## src/rtl/extint_pkg.sv

```systemverilog
package extint_pkg;

    localparam int NSRC  = 5;
    localparam int NWAKE = 8;
    localparam int ADTRG_SRC = 4;

    localparam logic [15:0] A_EDGE  = 16'hFFF2;
    localparam logic [15:0] A_EN1   = 16'hFFF3;
    localparam logic [15:0] A_EN2   = 16'hFFF4;
    localparam logic [15:0] A_REQ1  = 16'hFFF6;
    localparam logic [15:0] A_REQ2  = 16'hFFF7;
    localparam logic [15:0] A_WREQ  = 16'hFFF9;
    localparam logic [15:0] A_WEDGE = 16'hFF90;

    localparam logic [7:0] EDGE_RSV = 8'hE0;
    localparam logic [7:0] REQ1_RSV = 8'h20;

    typedef enum logic [2:0] {
        SEL_NONE, SEL_EDGE, SEL_EN1, SEL_EN2,
        SEL_REQ1, SEL_REQ2, SEL_WREQ, SEL_WEDGE
    } reg_sel_e;

    typedef struct packed {
        logic [NSRC-1:0]  pol;
        logic [NSRC-1:0]  en;
        logic [NWAKE-1:0] wpol;
        logic [NWAKE-1:0] wen;
    } cfg_t;

    function automatic reg_sel_e decode(input logic [15:0] a);
        reg_sel_e s;
        case (a)
            A_EDGE:  s = SEL_EDGE;
            A_EN1:   s = SEL_EN1;
            A_EN2:   s = SEL_EN2;
            A_REQ1:  s = SEL_REQ1;
            A_REQ2:  s = SEL_REQ2;
            A_WREQ:  s = SEL_WREQ;
            A_WEDGE: s = SEL_WEDGE;
            default: s = SEL_NONE;
        endcase
        return s;
    endfunction

    // pol = 1: rising, pol = 0: falling
    function automatic logic edge_hit(input logic pol, input logic cur, input logic prev);
        return pol ? (cur & ~prev) : (~cur & prev);
    endfunction

endpackage

```

## src/rtl/extint_edge_det.sv

```systemverilog
module extint_edge_det
    import extint_pkg::*;
#(
    parameter int N = 5,
    parameter logic [N-1:0] SYNC_MASK = '1
) (
    input  logic         clk,
    input  logic         rst,
    input  logic [N-1:0] raw_i,
    input  logic [N-1:0] pol_i,
    output logic [N-1:0] hit_o
);

    logic [N-1:0] cur;
    logic [N-1:0] hist;
    logic [N-1:0] pol_q;
    logic [N-1:0] pol_chg;

    generate
        for (genvar i = 0; i < N; i++) begin : g_bit
            if (SYNC_MASK[i]) begin : g_sync
                logic [1:0] ff;
                always_ff @(posedge clk) begin
                    if (rst) ff <= '0;
                    else     ff <= {ff[0], raw_i[i]};
                end
                assign cur[i] = ff[1];
            end else begin : g_direct
                assign cur[i] = raw_i[i];
            end
        end
    endgenerate

    // history always follows the sampled level, so a polarity write reloads it
    always_ff @(posedge clk) begin
        hist <= cur;
        if (rst) pol_q <= '0;
        else     pol_q <= pol_i;
    end

    assign pol_chg = pol_i ^ pol_q;

    always_comb begin
        for (int i = 0; i < N; i++) begin
            hit_o[i] = edge_hit(pol_i[i], cur[i], hist[i]) & ~pol_chg[i];
        end
    end


    hit_chg_chk: assert property (@(posedge clk) disable iff (rst)
        (hit_o & ~(cur ^ $past(cur))) == '0);

endmodule

```

## src/rtl/extint_flags.sv

```systemverilog
module extint_flags #(
    parameter int N = 5,
    parameter logic [N-1:0] RST_VAL = '0
) (
    input  logic         clk,
    input  logic         rst,
    input  logic [N-1:0] set_i,
    input  logic         clr_we_i,
    input  logic [N-1:0] wdata_i,
    output logic [N-1:0] flags_o
);

    logic [N-1:0] kept;

    assign kept = clr_we_i ? (flags_o & wdata_i) : flags_o;

    always_ff @(posedge clk) begin
        if (rst) flags_o <= RST_VAL;
        else     flags_o <= set_i | kept;
    end


    set_wins_chk: assert property (@(posedge clk) disable iff (rst)
        (set_i != '0) |=> ((flags_o & $past(set_i)) == $past(set_i)));


    no_sw_set_chk: assert property (@(posedge clk) disable iff (rst)
        (flags_o & ~$past(flags_o) & ~$past(set_i)) == '0);

endmodule

```

## src/rtl/extint_ctrl.sv

```systemverilog
module extint_ctrl
    import extint_pkg::*;
(
    input  logic             clk,
    input  logic             rst,
    input  logic [15:0]      bus_addr,
    input  logic [7:0]       bus_wdata,
    input  logic             bus_wr,
    input  logic             bus_rd,
    output logic [7:0]       bus_rdata,
    input  logic [NSRC-1:0]  src_in,
    input  logic [NWAKE-1:0] wake_in,
    input  logic             adtrg_in,
    output logic             adtrg_o,
    output logic             irq_o
);

    localparam logic [NSRC-1:0] SRC_SYNC = {{(NSRC-1){1'b1}}, 1'b0};

    reg_sel_e         sel;
    cfg_t             cfg;
    logic [NSRC-1:0]  src_hit;
    logic [NWAKE-1:0] wk_hit;
    logic [NSRC-1:0]  req_flags;
    logic [NWAKE-1:0] wk_flags;
    logic [7:0]       rd_val;

    assign sel = decode(bus_addr);

    always_ff @(posedge clk) begin
        if (rst) begin
            cfg <= '0;
        end else if (bus_wr) begin
            case (sel)
                SEL_EDGE:  cfg.pol  <= bus_wdata[NSRC-1:0];
                SEL_EN1:   cfg.en   <= bus_wdata[NSRC-1:0];
                SEL_EN2:   cfg.wen  <= bus_wdata[NWAKE-1:0];
                SEL_WEDGE: cfg.wpol <= bus_wdata[NWAKE-1:0];
                default:   ;
            endcase
        end
    end

    extint_edge_det #(.N(NSRC), .SYNC_MASK(SRC_SYNC)) u_src_det (
        .clk   (clk),
        .rst   (rst),
        .raw_i (src_in),
        .pol_i (cfg.pol),
        .hit_o (src_hit)
    );

    extint_edge_det #(.N(NWAKE), .SYNC_MASK('1)) u_wake_det (
        .clk   (clk),
        .rst   (rst),
        .raw_i (wake_in),
        .pol_i (cfg.wpol),
        .hit_o (wk_hit)
    );

    extint_edge_det #(.N(1), .SYNC_MASK(1'b1)) u_adtrg_det (
        .clk   (clk),
        .rst   (rst),
        .raw_i (adtrg_in),
        .pol_i (cfg.pol[ADTRG_SRC]),
        .hit_o (adtrg_o)
    );

    extint_flags #(.N(NSRC), .RST_VAL('0)) u_req_flags (
        .clk      (clk),
        .rst      (rst),
        .set_i    (src_hit),
        .clr_we_i (bus_wr && sel == SEL_REQ1),
        .wdata_i  (bus_wdata[NSRC-1:0]),
        .flags_o  (req_flags)
    );

    extint_flags #(.N(NWAKE), .RST_VAL('0)) u_wake_flags (
        .clk      (clk),
        .rst      (rst),
        .set_i    (wk_hit),
        .clr_we_i (bus_wr && sel == SEL_WREQ),
        .wdata_i  (bus_wdata[NWAKE-1:0]),
        .flags_o  (wk_flags)
    );

    always_comb begin
        case (sel)
            SEL_EDGE:  rd_val = EDGE_RSV | 8'(cfg.pol);
            SEL_EN1:   rd_val = 8'(cfg.en);
            SEL_EN2:   rd_val = 8'(cfg.wen);
            SEL_REQ1:  rd_val = REQ1_RSV | 8'(req_flags);
            SEL_REQ2:  rd_val = 8'h00;
            SEL_WREQ:  rd_val = 8'(wk_flags);
            SEL_WEDGE: rd_val = 8'(cfg.wpol);
            default:   rd_val = 8'h00;
        endcase
    end

    assign bus_rdata = bus_rd ? rd_val : 8'h00;
    assign irq_o     = (|(req_flags & cfg.en)) | (|(wk_flags & cfg.wen));


    rsv_ones_chk: assert property (@(posedge clk) disable iff (rst)
        (bus_rd && bus_addr == A_EDGE) |-> (bus_rdata[7:5] == 3'b111));


    unmapped_zero_chk: assert property (@(posedge clk) disable iff (rst)
        (bus_rd && bus_addr != A_EDGE && bus_addr != A_EN1 && bus_addr != A_EN2 &&
         bus_addr != A_REQ1 && bus_addr != A_WREQ && bus_addr != A_WEDGE)
        |-> (bus_rdata == 8'h00));

endmodule

```

## config.mk

```make
export PLATFORM = sky130hd
export DESIGN_NAME = extint_ctrl
export DESIGN_NICKNAME = d
export VERILOG_FILES = /design/src/rtl/extint_pkg.sv /design/src/rtl/extint_edge_det.sv /design/src/rtl/extint_flags.sv /design/src/rtl/extint_ctrl.sv
export SDC_FILE = /design/constraint.sdc
export NUM_CORES = 1
export LEC_CHECK = 0
export ABC_CLOCK_PERIOD_IN_PS = 4200
export BUFFER_PORTS_ARGS = -buffer_cell sky130_fd_sc_hd__buf_2
export CORE_MARGIN = 2
export CORE_UTILIZATION = 40
export CTS_CLUSTER_DIAMETER = 60
export DETAILED_ROUTE_END_ITERATION = 8
export SLEW_MARGIN = 20
export SYNTH_ARGS = -nofsm -noshare
export SYNTH_HDL_FRONTEND = slang
export SYNTH_HIERARCHICAL = 1
export SYNTH_SLANG_ARGS = --single-unit
```

## constraint.sdc

```tcl
create_clock -name clk -period 4.2 [get_ports clk]
set_input_delay 0.84 -clock clk [delete_from_list [all_inputs] [get_ports clk]]
set_output_delay 0.84 -clock clk [all_outputs]
set_load 0.02 [all_outputs]
```

== Yosys cells after proc, flatten, opt, wreduce, memory -nomap -nowiden ==
Index checks and enable logic that the tools add are counted.

* Register bits: 93
* Input port bits: 42
* Output and inout bits: 10

* Equal/unequal tests: 13
* Muxes and demuxes: 19
* Bitwise gates (word level): 94
* Reductions and logical operators: 8

{| class="wikitable"
|+ Operators by type and width
! operator !! count
|-
| equality test 16 bit, second input constant || 7
|-
| case mux 8 bit (6 select lines) || 1
|-
| AND 1 bit || 42
|-
| inverter 1 bit || 42
|-
| case mux 3 bit (7 select lines) || 1
|-
| AND 8 bit || 2
|-
| two-way mux 8 bit || 2
|-
| two-way mux 1 bit || 14
|-
| AND 5 bit || 2
|-
| equality test 3 bit, second input constant || 3
|-
| OR 8 bit || 1
|-
| AND reduction 2 bit || 4
|-
| OR reduction 8 bit || 1
|-
| bitwise XOR 8 bit || 1
|-
| equality test 3 x 2 -> 1 bit, second input constant || 2
|-
| two-way mux 5 bit || 1
|-
| OR 5 bit || 1
|-
| OR reduction 5 bit || 1
|-
| bitwise XOR 5 bit || 1
|-
| equality test 3 x 1 -> 1 bit, second input constant || 1
|-
| logical AND 1 bit || 2
|-
| OR 1 bit || 1
|-
| bitwise XOR 1 bit || 1
|}

== Logic depth before layout (Yosys ltp) ==
Gate-level depths: netlist (run 1).

* Depth in word-level cells: 6
* Gate-level depth with buffers: 8
* Gate-level depth less buffers: 7

== Modules after synthesis ==
Netlist (run 1), hierarchy kept.

{| class="wikitable"
|+ By module, submodules not included
! module !! instances !! cells each !! area each (sq um) !! sequential area each (sq um)
|-
| extint_ctrl || 1 || 180 || 1555.2 || 520.5
|-
| extint_edge_det at u_wake_det || 1 || 82 || 993.5 || 640.6
|-
| extint_edge_det at u_src_det || 1 || 47 || 560.5 || 360.3
|-
| extint_flags at u_wake_flags || 1 || 33 || 366.6 || 160.2
|-
| extint_flags at u_req_flags || 1 || 20 || 220.2 || 100.1
|-
| extint_edge_det at u_adtrg_det || 1 || 10 || 121.4 || 80.1
|}

== Worst setup path after synthesis (run 1) ==
OpenSTA, ideal clock, no wires.

* Kind: input-to-output
* Start point: in bus_addr[14]
* End point: out bus_rdata[5]
* Arrival: 2436 ps
* Required time: 3360 ps
* Path slack: 924 ps
* Stages: 7
* Path buffers: 1
* Path through: nand4_1 or2_1 or4_1 buf_2 nor2_2 a21oi_1 a21oi_1

* Cells in the longest elaborated chain, start to end: 5
* Elaborated cells on any way between the ends: 16
* Classes of those cells: eq/ne (13); mux (3)

{| class="wikitable"
|+ Ends and longest elaborated chain
! element !! RTL line !! text
|-
| from (decl) || extint_ctrl.sv:6 || <nowiki>input logic [15:0] bus_addr,</nowiki>
|-
| equality test 16 bit || extint_pkg.sv:32 || <nowiki>case (a)</nowiki>
|-
| case mux 3 bit (7 select lines) (*) || extint_pkg.sv:32 ||
|-
| equality test 3 bit (tied with other cells) || extint_ctrl.sv:87 || <nowiki>case (sel)</nowiki>
|-
| case mux 8 bit (6 select lines) (*) || extint_ctrl.sv:87 ||
|-
| two-way mux 8 bit (*) || extint_ctrl.sv:99 || <nowiki>assign bus_rdata = bus_rd ? rd_val : 8'h00;</nowiki>
|-
| to (decl) || extint_ctrl.sv:10 || <nowiki>output logic [7:0] bus_rdata,</nowiki>
|}

Every way passes the cells marked *; elsewhere a longest branch is shown, timed or not.

== Worst setup path after layout (run 1) ==
* Start point: in bus_addr[2]
* End point: out bus_rdata[0]

Same word-level chain as after synthesis.

==> impl_results.md, run 1 <==
* Top-area cell type share of the netlist area at 48.77%
* Worst setup path category: in2out
* Sw Ratio at 22.27%
* Hold-fix buffers, CTS at 0
* Clock network fraction of total power at 38.0%
* Vias in the first global route at 2,631
* Tot Pwr at 1613 uW
* Post-synth cell types at 48
* CP arrival at 2790 ps
* IO Pins at 52
* Total Wirelength at 8068 um
* Synthesized Nets at 414
* Worst Reg2Reg Path Length in Cells at 4
* Crit start category: input pin
* Most frequent cells in the layout: dfxtp_1 (93), buf_2 (51), nor2_1 (41)
* Residual DRC at 0
* Pint at 1254 uW
* Slew @ Worst Pin at 764.7 ps
* Largest net degree at the start of global routing at 38
* Largest stage delay, worst path at 430 ps
* Gate power share at 5.1%
* Crit end category: output pin
* Cts bufs inserted at 9
* Min Tclk post-route at 3632 ps
* GR Util met3 at 3.727%
* Layout area overhead at 15.63%
* Post-Syn Area at 3817 um2
* Hold Fails Final Rpt at 0
* Vias at 2,871
* Initial Util at 41.31%
* Power Dens Cells at 365.4 nW/um2
* Outcome: complete, no violations
* IO Port Bufs at 51
* Mapped Avg Cell Area at 10.26 um2
* Width of the die at 101.7 um
* Hold/Removal Path Class: reg2reg
* Crit-path cells: buf_2 > and4bb_1 > and4bb_4 > a21o_1 > nor2_1 > a221o_1 > a31oi_1 > buf_2
* Drt first pass iters at 4
* Yosys top cell by area: dfxtp_1
* Number of gates resized after cts at 0
* Share of the yosys chip area belonging to registers at 48.77%
* Syn Inst Count at 372
* Critical path depth at 8
* Reg-to-Reg Start: cfg[24]
* Most used cell, CP: buf_2
* H-tree depth at 3
* Slowest-stage cell, CP: a221o_1
* CP max FO at 15
* Via-per-instance ratio at 5.127
* Most common cell after layout, fill and taps aside: dfxtp_1
* Worst setup path endpoint: bus_rdata[0]
* Worst reg2reg setup slack at 2900 ps
* CP delay by family, top: compound AO/OA/AOI/OAI gates
* Max cap viols at 0
* Seq pwr share at 56.9%
* Part of the cycle the worst path needs at 86.47%
* Core Box Area at 9240 um2
* Initial antenna violation count at 0
* First-iteration detailed-routing DRC count at 145
* Wire per inst at 14.41 um
* CTS Sinks at 93
* # rows at 35
* Post-route ant nets at 0
* Root buffer cell: clkbuf_8
* Diode count at 0
* Upper clock frequency limit at 275.4 MHz
* CP Launch Point: bus_addr[2]
* Clock Tree Buf Depth at 2
* Flops & latches, synth at 93
* Endpoints failing setup at 0
* Dpl hpwl at 5704 um
* Slew margin rel. at 49.02%
* GR Util met2 at 25.96%
* Top cells by area, synth: dfxtp_1 (49%), mux2i_1 (6.3%), nor2b_1 (4.4%), nor2_1 (4.0%), or4b_1 (3.7%)
* Clock Latency Late Sink at 360 ps
* GR peak layer: met2
* Share of post-route cells with drive strength above 1 at 24.83%
* RSZ-0062 raised after global routing: false
* Reg-to-Reg End: u_req_flags/flags_o[3]
* Nets at 468
* Slew Limit Fails at 0
* Yosys warnings at 6
* GRT overflow at 0
* Clock Pin Slew Worst Setup and Hold Paths at 90 ps
* # Post-CTS Setup Buffers at 0
* P_leak at 0.001824 uW
* Total routing usage reported by global routing at 15.95%
* Clk_skew at 5.175 ps
* Die Y at 101.7 um
* CTS tree: yes
* GR met1 Demand/Resource at 20.48%
* First-pass GRT wire length at 12,730 um
* Setup Total Neg Slack at 0 ps
* Worst path bufs/invs at 2
* Peak VDD IR at 0.2102 mV
* Critical Path RT at 3360 ps
* Routability Congestion at 0.8034
* Net Sw Power at 359.2 uW
* Die ar. at 10,340 um2
## flip-flops by register name, indices dropped and copies added (netlist names)
register                     cells
u_adtrg_det/pol_q                1
cfg                             26
u_wake_det/g_bit.g_sync.ff      16
u_wake_det/hist                  8
u_wake_flags/flags_o             8
u_adtrg_det/hist                 1
u_req_flags/flags_o              5
u_src_det/g_bit.g_sync.ff        8
u_src_det/pol_q                  5
u_wake_det/pol_q                 8
u_src_det/hist                   5
u_adtrg_det/g_bit.g_sync.ff      2
## power by group through the flow
stage	registers, uW	clock network (uW)	logic [uW]
after floorplan	933	0	45.4
after global placement	937	0	81.3
after detailed placement	938	0	82.9
after CTS	918	635	83.3
after global routing	921	665	92.4
final	917	613	82.7
## cell usage after synthesis, drive strengths merged
library cell   n
a211oi         2
a21o           4
a21oi          9
a221o          1
a221oi         4
a222oi         1
a22o           1
a22oi          4
a2bb2oi        3
a31oi          5
and2           1
and2b         12
and3           2
and3b          1
and4           3
and4b          1
and4bb         2
buf            8
clkbuf         5
dfxtp         93
inv            1
mux2           8
mux2i         24
nand2         37
nand3          8
nand4          2
nand4b        14
nor2          42
nor2b         28
nor3          11
nor3b         11
nor4           3
nor4b          1
nor4bb         2
o21ai          1
or2            1
or4            1
or4b          14
xnor2          1
## routing by layer
metal / wire length, um / up-vias
met5: 0 / -
met4: 68 / 0
met3: 433 / 9
met2: 3683 / 63
met1: 3882 / 1348
li1: - / 1451
## worst min-delay path by stage
stage / startpoint / to / slack [ps] / depth (start not counted)
after floorplan: u_adtrg_det/g_bit[0].g_sync.ff[1] / u_adtrg_det/hist / 340 / 0
after global placement: u_adtrg_det/g_bit[0].g_sync.ff[1] / u_adtrg_det/hist / 350 / 0
after detailed placement: u_wake_det/g_bit[0].g_sync.ff[1] / u_wake_det/hist[0] / 360 / 0
after global routing: u_wake_det/g_bit[1].g_sync.ff[1] / u_wake_det/hist[1] / 370 / 0
final: u_wake_det/g_bit[1].g_sync.ff[1] / u_wake_det/hist[1] / 370 / 0
after CTS: u_wake_det/g_bit[1].g_sync.ff[1] / u_wake_det/hist[1] / 360 / 0
## stage by stage
| stage | instances | hold WS, ps | util, % | area [um2] | worst slack (ps) |
|---|---|---|---|---|---|
| 2_1_floorplan | 372 | 343.6 | - | 3817 | 924.1 |
| 3_3_place_gp | 544 | 349.6 | 45.50 | 4204 | 627.5 |
| 3_5_place_dp | 544 | 358.8 | 45.50 | 4204 | 589.5 |
| 4_1_cts | 560 | 363.5 | 47.77 | 4414 | 591.8 |
| 5_1_grt | 560 | 372.6 | 47.77 | 4414 | 486.7 |
| 6_report | 560 | 367.7 | 47.77 | 4414 | 568.3 |
## final cells by class
cell class | instances | area, um2
flip-flops and latches | 93 | 1862
well taps | 129 | 161.4
fillers | 891 | 4826
clock inverters | 4 | 55.05
repair buffers | 56 | 292.8
inverters | 1 | 3.754
clock buffers | 12 | 155.1
multi-input cells | 265 | 1884
## kinds of logic (layout without fill, tap and decap cells)
logic type,after synthesis,count (layout),share of synthesized area [%]
XOR/XNOR,1,1,0.2295
buffers and inverters,14,73,1.868
AND/OR/NAND/NOR,197,197,33.92
AO/OA/AOI/OAI,35,35,6.555
flip-flops,93,93,48.77
multiplexers,32,32,8.653
No activity file was read; power rests on OpenSTA's default activity.
==> run 2: changes to the inputs <==
Settings changed: PLACE_DENSITY set to 0.57.
==> run 2 against run 1 <==
Effect of this change: cell count is the same; critical path type unchanged; flip-flop and latch count stayed put; clock-buffer cell count unchanged; highest routed layer unchanged; design area is 0.31% lower; die area did not move; sequential share of layout area grew 0.13 points; via count hardly changed; power down 2.4%; worst setup slack better by 9.7 ps.
==> impl_results.md, run 2 (same netlist as run 1, synthesis figures left out) <==
* Nets at 468 (unchanged)
* Hold/Removal Path Class: reg2reg (unchanged)
* Outcome: complete, no violations (unchanged)
* Layout area overhead at 15.27% (was 15.63%)
* Peak VDD IR at 0.2191 mV (was 0.2102 mV)
* # rows at 35 (unchanged)
* Crit end category: output pin (unchanged)
* Critical Path RT at 3360 ps (about the same)
* GRT overflow at 0 (unchanged)
* Core Box Area at 9240 um2 (unchanged)
* Width of the die at 101.7 um (unchanged)
* Max cap viols at 0 (unchanged)
* CTS tree: yes (unchanged)
* Cells after DPL at 544 (unchanged)
* Residual DRC at 0 (unchanged)
* Most used cell, CP: buf_2 (unchanged)
* Crit-path cells: buf_2 > and4bb_1 > and4bb_4 > a21o_1 > nor2_1 > a221o_1 > a31oi_1 > buf_2 (unchanged)
* Share of post-route cells with drive strength above 1 at 25.06% (was 24.83%)
* Endpoints failing setup at 0 (unchanged)
* Worst Reg2Reg Path Length in Cells at 4 (unchanged)
* Hold-fix buffers, CTS at 0 (unchanged)
* Slew @ Worst Pin at 534.0 ps (was 764.7 ps)
* Vias at 2,873 (was 2,871)
* First-pass GRT wire length at 13,280 um (was 12,730 um)
* RSZ-0062 raised after global routing: false (unchanged)
* Max reg flops at 26 (unchanged)
* Total routing usage reported by global routing at 16.87% (was 15.95%)
* Biggest regs: cfg: 26 flops, u_wake_det/g_bit.g_sync.ff: 16 flops (unchanged)
* Filler cell count at 907 (was 891)
* CTS Sinks at 93 (unchanged)
* Total Wirelength at 8222 um (was 8068 um)
* CP arrival at 2780 ps (was 2790 ps)
* Initial antenna violation count at 0 (unchanged)
* Die ar. at 10,340 um2 (unchanged)
* Register name with the most flops: cfg (unchanged)
* First-iteration detailed-routing DRC count at 182 (was 145)
* Power Dens Cells at 357.6 nW/um2 (was 365.4 nW/um2)
* Vias in the first global route at 2,689 (was 2,631)
* P_leak at 0.001823 uW (was 0.001824 uW)
* IO Pins at 52 (unchanged)
* # Post-CTS Setup Buffers at 0 (unchanged)
* Min Tclk post-route at 3622 ps (was 3632 ps)
* Via-per-instance ratio at 5.130 (was 5.127)
* Cts bufs inserted at 9 (unchanged)
* Slew margin rel. at 64.40% (was 49.02%)
* Diode count at 0 (unchanged)
* Setup Total Neg Slack at 0 ps (unchanged)
* Largest net degree at the start of global routing at 45 (was 38)
* IO Port Bufs at 51 (unchanged)
* Clock Tree Buf Depth at 2 (unchanged)
* Reg-to-Reg End: u_req_flags/flags_o[3] (unchanged)
* Root buffer cell: clkbuf_8 (unchanged)
* Worst setup path category: in2out (unchanged)
* Routability Congestion at 0.8065 (was 0.8034)
* H-tree depth at 3 (unchanged)
* Drt first pass iters at 5 (was 4)
* Worst reg2reg setup slack at 2880 ps (was 2900 ps)
* Largest stage delay, worst path at 420 ps (was 430 ps)
* Wire per inst at 14.68 um (was 14.41 um)
* Final Non-Filler Cells at 560 (unchanged)
* CP Launch Point: bus_addr[2] (unchanged)
* Upper clock frequency limit at 276.1 MHz (was 275.4 MHz)
* WHS Endpoint: u_wake_det/hist[6] (was u_wake_det/hist[1])
* Initial Util at 41.31% (unchanged)
* Clock Pin Slew Worst Setup and Hold Paths at 80 ps (was 90 ps)
* Part of the cycle the worst path needs at 86.24% (was 86.47%)
* Reg-to-Reg Start: cfg[24] (unchanged)
* Post-route ant nets at 0 (unchanged)
* Hold Crit Start: u_wake_det/g_bit[6].g_sync.ff[1] (was u_wake_det/g_bit[1].g_sync.ff[1])
* Die Y at 101.7 um (unchanged)
* Worst path bufs/invs at 2 (unchanged)
* Clock Latency Late Sink at 360 ps (about the same)
* Dpl hpwl at 5683 um (was 5704 um)
* Number of gates resized after cts at 0 (unchanged)
* Hold Fails Final Rpt at 0 (unchanged)
* Clk_skew at 7.157 ps (was 5.175 ps)
* Crit start category: input pin (unchanged)
* CP max FO at 15 (unchanged)
* Most frequent cells in the layout: dfxtp_1 (93), buf_2 (51), nor2_1 (41) (unchanged)
* Most common cell after layout, fill and taps aside: dfxtp_1 (unchanged)
* Hold depth at 0 (unchanged)
* Slowest-stage cell, CP: a221o_1 (unchanged)
* Slew Limit Fails at 0 (unchanged)
* CP delay by family, top: compound AO/OA/AOI/OAI gates (unchanged)
## run 2: cell types whose count changed in the layout (fill, tap and decap cells not counted)
cell | before | now
clkbuf_1 | 1 | 0
clkinvlp_4 | 1 | 0
clkbuf_8 | 11 | 12
clkinv_2 | 0 | 1
inv_6 | 1 | 0
clkinv_4 | 1 | 3
bufinv_16 | 1 | 0
## run 2: area by class of cell
class / count / area, um2 / area share (%)
Multi-Input combinational cell: 265 / 1884 / 42.82
Sequential cell: 93 / 1862 / 42.31
Timing Repair Buffer: 56 / 292.8 / 6.653
Clock buffer: 12 / 165.2 / 3.753
Tap cell: 129 / 161.4 / 3.668
Clock inverter: 4 / 31.28 / 0.7108
Inverter: 1 / 3.754 / 0.08530
## run 2: per-stage QoR
stage / instance area [um2] / utilization [%] / hold slack (ps) / setup slack, ps / power [uW]
after global routing: 4400 / 47.62 / 380.8 / 383.9 / 1645
after detailed placement: 4204 / 45.50 / 359.2 / 618.4 / 1022
final: 4400 / 47.62 / 371.2 / 578.0 / 1574
after floorplan: 3817 / - / 343.6 / 924.1 / 978.5
after global placement: 4204 / 45.50 / 348.6 / 615.3 / 1019
after CTS: 4400 / 47.62 / 372.0 / 608.0 / 1599
## run 2: worst max path at each step
| stage | slack, ps | cells after the start | endpoint |
|---|---|---|---|
| detailed placement | 620 | 8 | bus_rdata[0] |
| floorplan | 920 | 7 | bus_rdata[5] |
| global placement | 620 | 8 | bus_rdata[1] |
| global route | 380 | 8 | bus_rdata[1] |
| finish | 580 | 8 | bus_rdata[0] |
| CTS | 610 | 8 | bus_rdata[1] |
## run 2: report_power, final
part	switching (uW)	internal, uW	total [uW]
combinational	44.6	37.9	82.5
clock	308	266	574
sequential	12.7	905	917
total	365	1210	1570
## run 2: routing by layer
layer | wire, um | GRT usage (%) | share of wire, %
met3 | 455 | 4.762 | 5.5
met4 | 123 | 6.237 | 1.5
met2 | 3748 | 26.37 | 46
met1 | 3896 | 22.21 | 47
met5 | 0 | 0 | 0
==> run 3: changes to the inputs <==
Settings changed: BUFFER_PORTS_ARGS -buffer_cell sky130_fd_sc_hd__buf_2 to -buffer_cell sky130_fd_sc_hd__buf_4, GPL_ROUTABILITY_DRIVEN set to 0.
==> run 3 against run 2 <==
Effect of this change: combinational power grew 12%; maximum frequency shrank 0.35%; worst setup slack lost 13 ps; via count shrank 0.97%; utilization grew 0.99 points; non-clock buffer count shrank 2; register-to-register slack gained 30 ps; global-route usage shrank 0.83 points; routed wire length shrank 1.7%; cell count shrank 0.36%.
==> impl_results.md, run 3 (same netlist as run 1, synthesis figures left out) <==
* IO Pins at 52 (unchanged)
* Largest stage delay, worst path at 420 ps (about the same)
* Final Non-Filler Cells at 558 (was 560)
* Cts bufs inserted at 9 (unchanged)
* Power Dens Cells at 343.4 nW/um2 (was 357.6 nW/um2)
* Total routing usage reported by global routing at 16.04% (was 16.87%)
* Via-per-instance ratio at 5.099 (was 5.130)
* Most common cell after layout, fill and taps aside: dfxtp_1 (unchanged)
* Most frequent cells in the layout: dfxtp_1 (93), buf_4 (54), nor2_1 (41) (was dfxtp_1 (93), buf_2 (51), nor2_1 (41))
* Largest net degree at the start of global routing at 80 (was 45)
* Hold Fails Final Rpt at 0 (unchanged)
* Worst path bufs/invs at 2 (unchanged)
* Setup Total Neg Slack at 0 ps (unchanged)
* Initial Util at 41.31% (unchanged)
* Drt first pass iters at 4 (was 5)
* Hold-fix buffers, CTS at 0 (unchanged)
* Wl on met1 at 3997 um (was 3896 um)
* Clock Tree Buf Depth at 2 (unchanged)
* Total Wirelength at 8079 um (was 8222 um)
* Die Y at 101.7 um (unchanged)
* Clock Latency Late Sink at 350 ps (was 360 ps)
* Most used cell, CP: buf_4 (was buf_2)
* Upper clock frequency limit at 275.1 MHz (was 276.1 MHz)
* Outcome: complete, no violations (unchanged)
* Diode count at 0 (unchanged)
* Max reg flops at 26 (unchanged)
* First-iteration detailed-routing DRC count at 151 (was 182)
* P_leak at 0.001836 uW (was 0.001823 uW)
* Share of post-route cells with drive strength above 1 at 24.71% (was 25.06%)
* Die ar. at 10,340 um2 (unchanged)
* Nets at 466 (was 468)
* Vias in the first global route at 2,505 (was 2,689)
* CP max FO at 15 (unchanged)
* Layout area overhead at 17.67% (was 15.27%)
* Slew Limit Fails at 0 (unchanged)
* Slowest-stage cell, CP: a221o_1 (unchanged)
* Biggest regs: cfg: 26 flops, u_wake_det/g_bit.g_sync.ff: 16 flops (unchanged)
* GRT overflow at 0 (unchanged)
* Met3 Routed Length at 314 um (was 455 um)
* Number of gates resized after cts at 0 (unchanged)
* Min Tclk post-route at 3635 ps (was 3622 ps)
* Cells after DPL at 542 (was 544)
* RSZ-0062 raised after global routing: false (unchanged)
* # rows at 35 (unchanged)
* Dpl hpwl at 5607 um (was 5683 um)
* Slew @ Worst Pin at 845.0 ps (was 534.0 ps)
* Endpoints failing setup at 0 (unchanged)
* Initial antenna violation count at 0 (unchanged)
* Clock Pin Slew Worst Setup and Hold Paths at 90 ps (was 80 ps)
* Width of the die at 101.7 um (unchanged)
* Crit start category: input pin (unchanged)
* Peak VDD IR at 0.1456 mV (was 0.2191 mV)
* Wire per inst at 14.48 um (was 14.68 um)
* CP arrival at 2790 ps (was 2780 ps)
* IO Port Bufs at 51 (unchanged)
* Root buffer cell: clkbuf_8 (unchanged)
* Worst setup path category: in2out (unchanged)
* Crit-path cells: buf_4 > and4bb_1 > and4bb_4 > a21o_1 > nor2_1 > a221o_1 > a31oi_1 > buf_4 (was buf_2 > and4bb_1 > and4bb_4 > a21o_1 > nor2_1 > a221o_1 > a31oi_1 > buf_2)
* Part of the cycle the worst path needs at 86.54% (was 86.24%)
* Crit end category: output pin (unchanged)
* Critical Path RT at 3360 ps (about the same)
* # Post-CTS Setup Buffers at 0 (unchanged)
* Register name with the most flops: cfg (unchanged)
* Max layer used: met4 (unchanged)
* Slew margin rel. at 43.67% (was 64.40%)
* Routed met2 length at 3666 um (was 3748 um)
* Vias at 2,845 (was 2,873)
* CP delay by family, top: compound AO/OA/AOI/OAI gates (unchanged)
* Post-route ant nets at 0 (unchanged)
* Max cap viols at 0 (unchanged)
* H-tree depth at 3 (unchanged)
* CTS tree: yes (unchanged)
* Hold/Removal Path Class: reg2reg (unchanged)
* Clk_skew at 7.023 ps (was 7.157 ps)
* CTS Sinks at 93 (unchanged)
* Core Box Area at 9240 um2 (unchanged)
* Residual DRC at 0 (unchanged)
* First-pass GRT wire length at 12,680 um (was 13,280 um)
## run 3: through the flow
stage                     total power, uW  setup WS, ps  util (%)  hold WS [ps]  cell area [um2]
after floorplan                     978.5         924.1         -         343.6             3817
after global placement               1029         631.6     46.72         352.7             4317
after detailed placement             1032         621.9     46.72         357.9             4317
after CTS                            1566         604.5     48.61         369.9             4492
after global routing                 1616         456.0     48.61         381.3             4492
final                                1542         565.4     48.61         370.2             4492
## run 3: final cells by class
type,instances,area (um2)
Tap cell,129,161.4
Clock buffer,9,123.9
Clock inverter,7,51.30
Inverter,1,3.754
Fill cell,874,4748
Sequential cell,93,1862
Timing Repair Buffer,54,405.4
Multi-Input combinational cell,265,1884
## run 3: final timing paths
kind,startpoint,end,slack (ps),cells after the start
setup / recovery,bus_addr[2],bus_rdata[1],570,8
hold / removal,u_wake_det/g_bit[5].g_sync.ff[1],u_wake_det/hist[5],370,0
setup reg to reg,cfg[14],u_wake_flags/flags_o[6],2910,4
hold reg to reg,u_wake_det/g_bit[5].g_sync.ff[1],u_wake_det/hist[5],370,0
## run 3: report_power, final
part / leakage, uW / switching [uW] / internal (uW) / total (uW)
logic: 0.000987 / 44.2 / 47.8 / 92.0
clock network: 0.0000909 / 315 / 218 / 533
registers: 0.000759 / 12.7 / 905 / 917
total: 0.00184 / 372 / 1170 / 1540
## run 3: per-layer routing
layer | vias to the layer above | track usage, %
met3 | 9 | 3.865
met5 | - | 0
met2 | 64 | 24.09
met1 | 1325 | 22.48
li1 | 1447 | -
met4 | 0 | 5.613
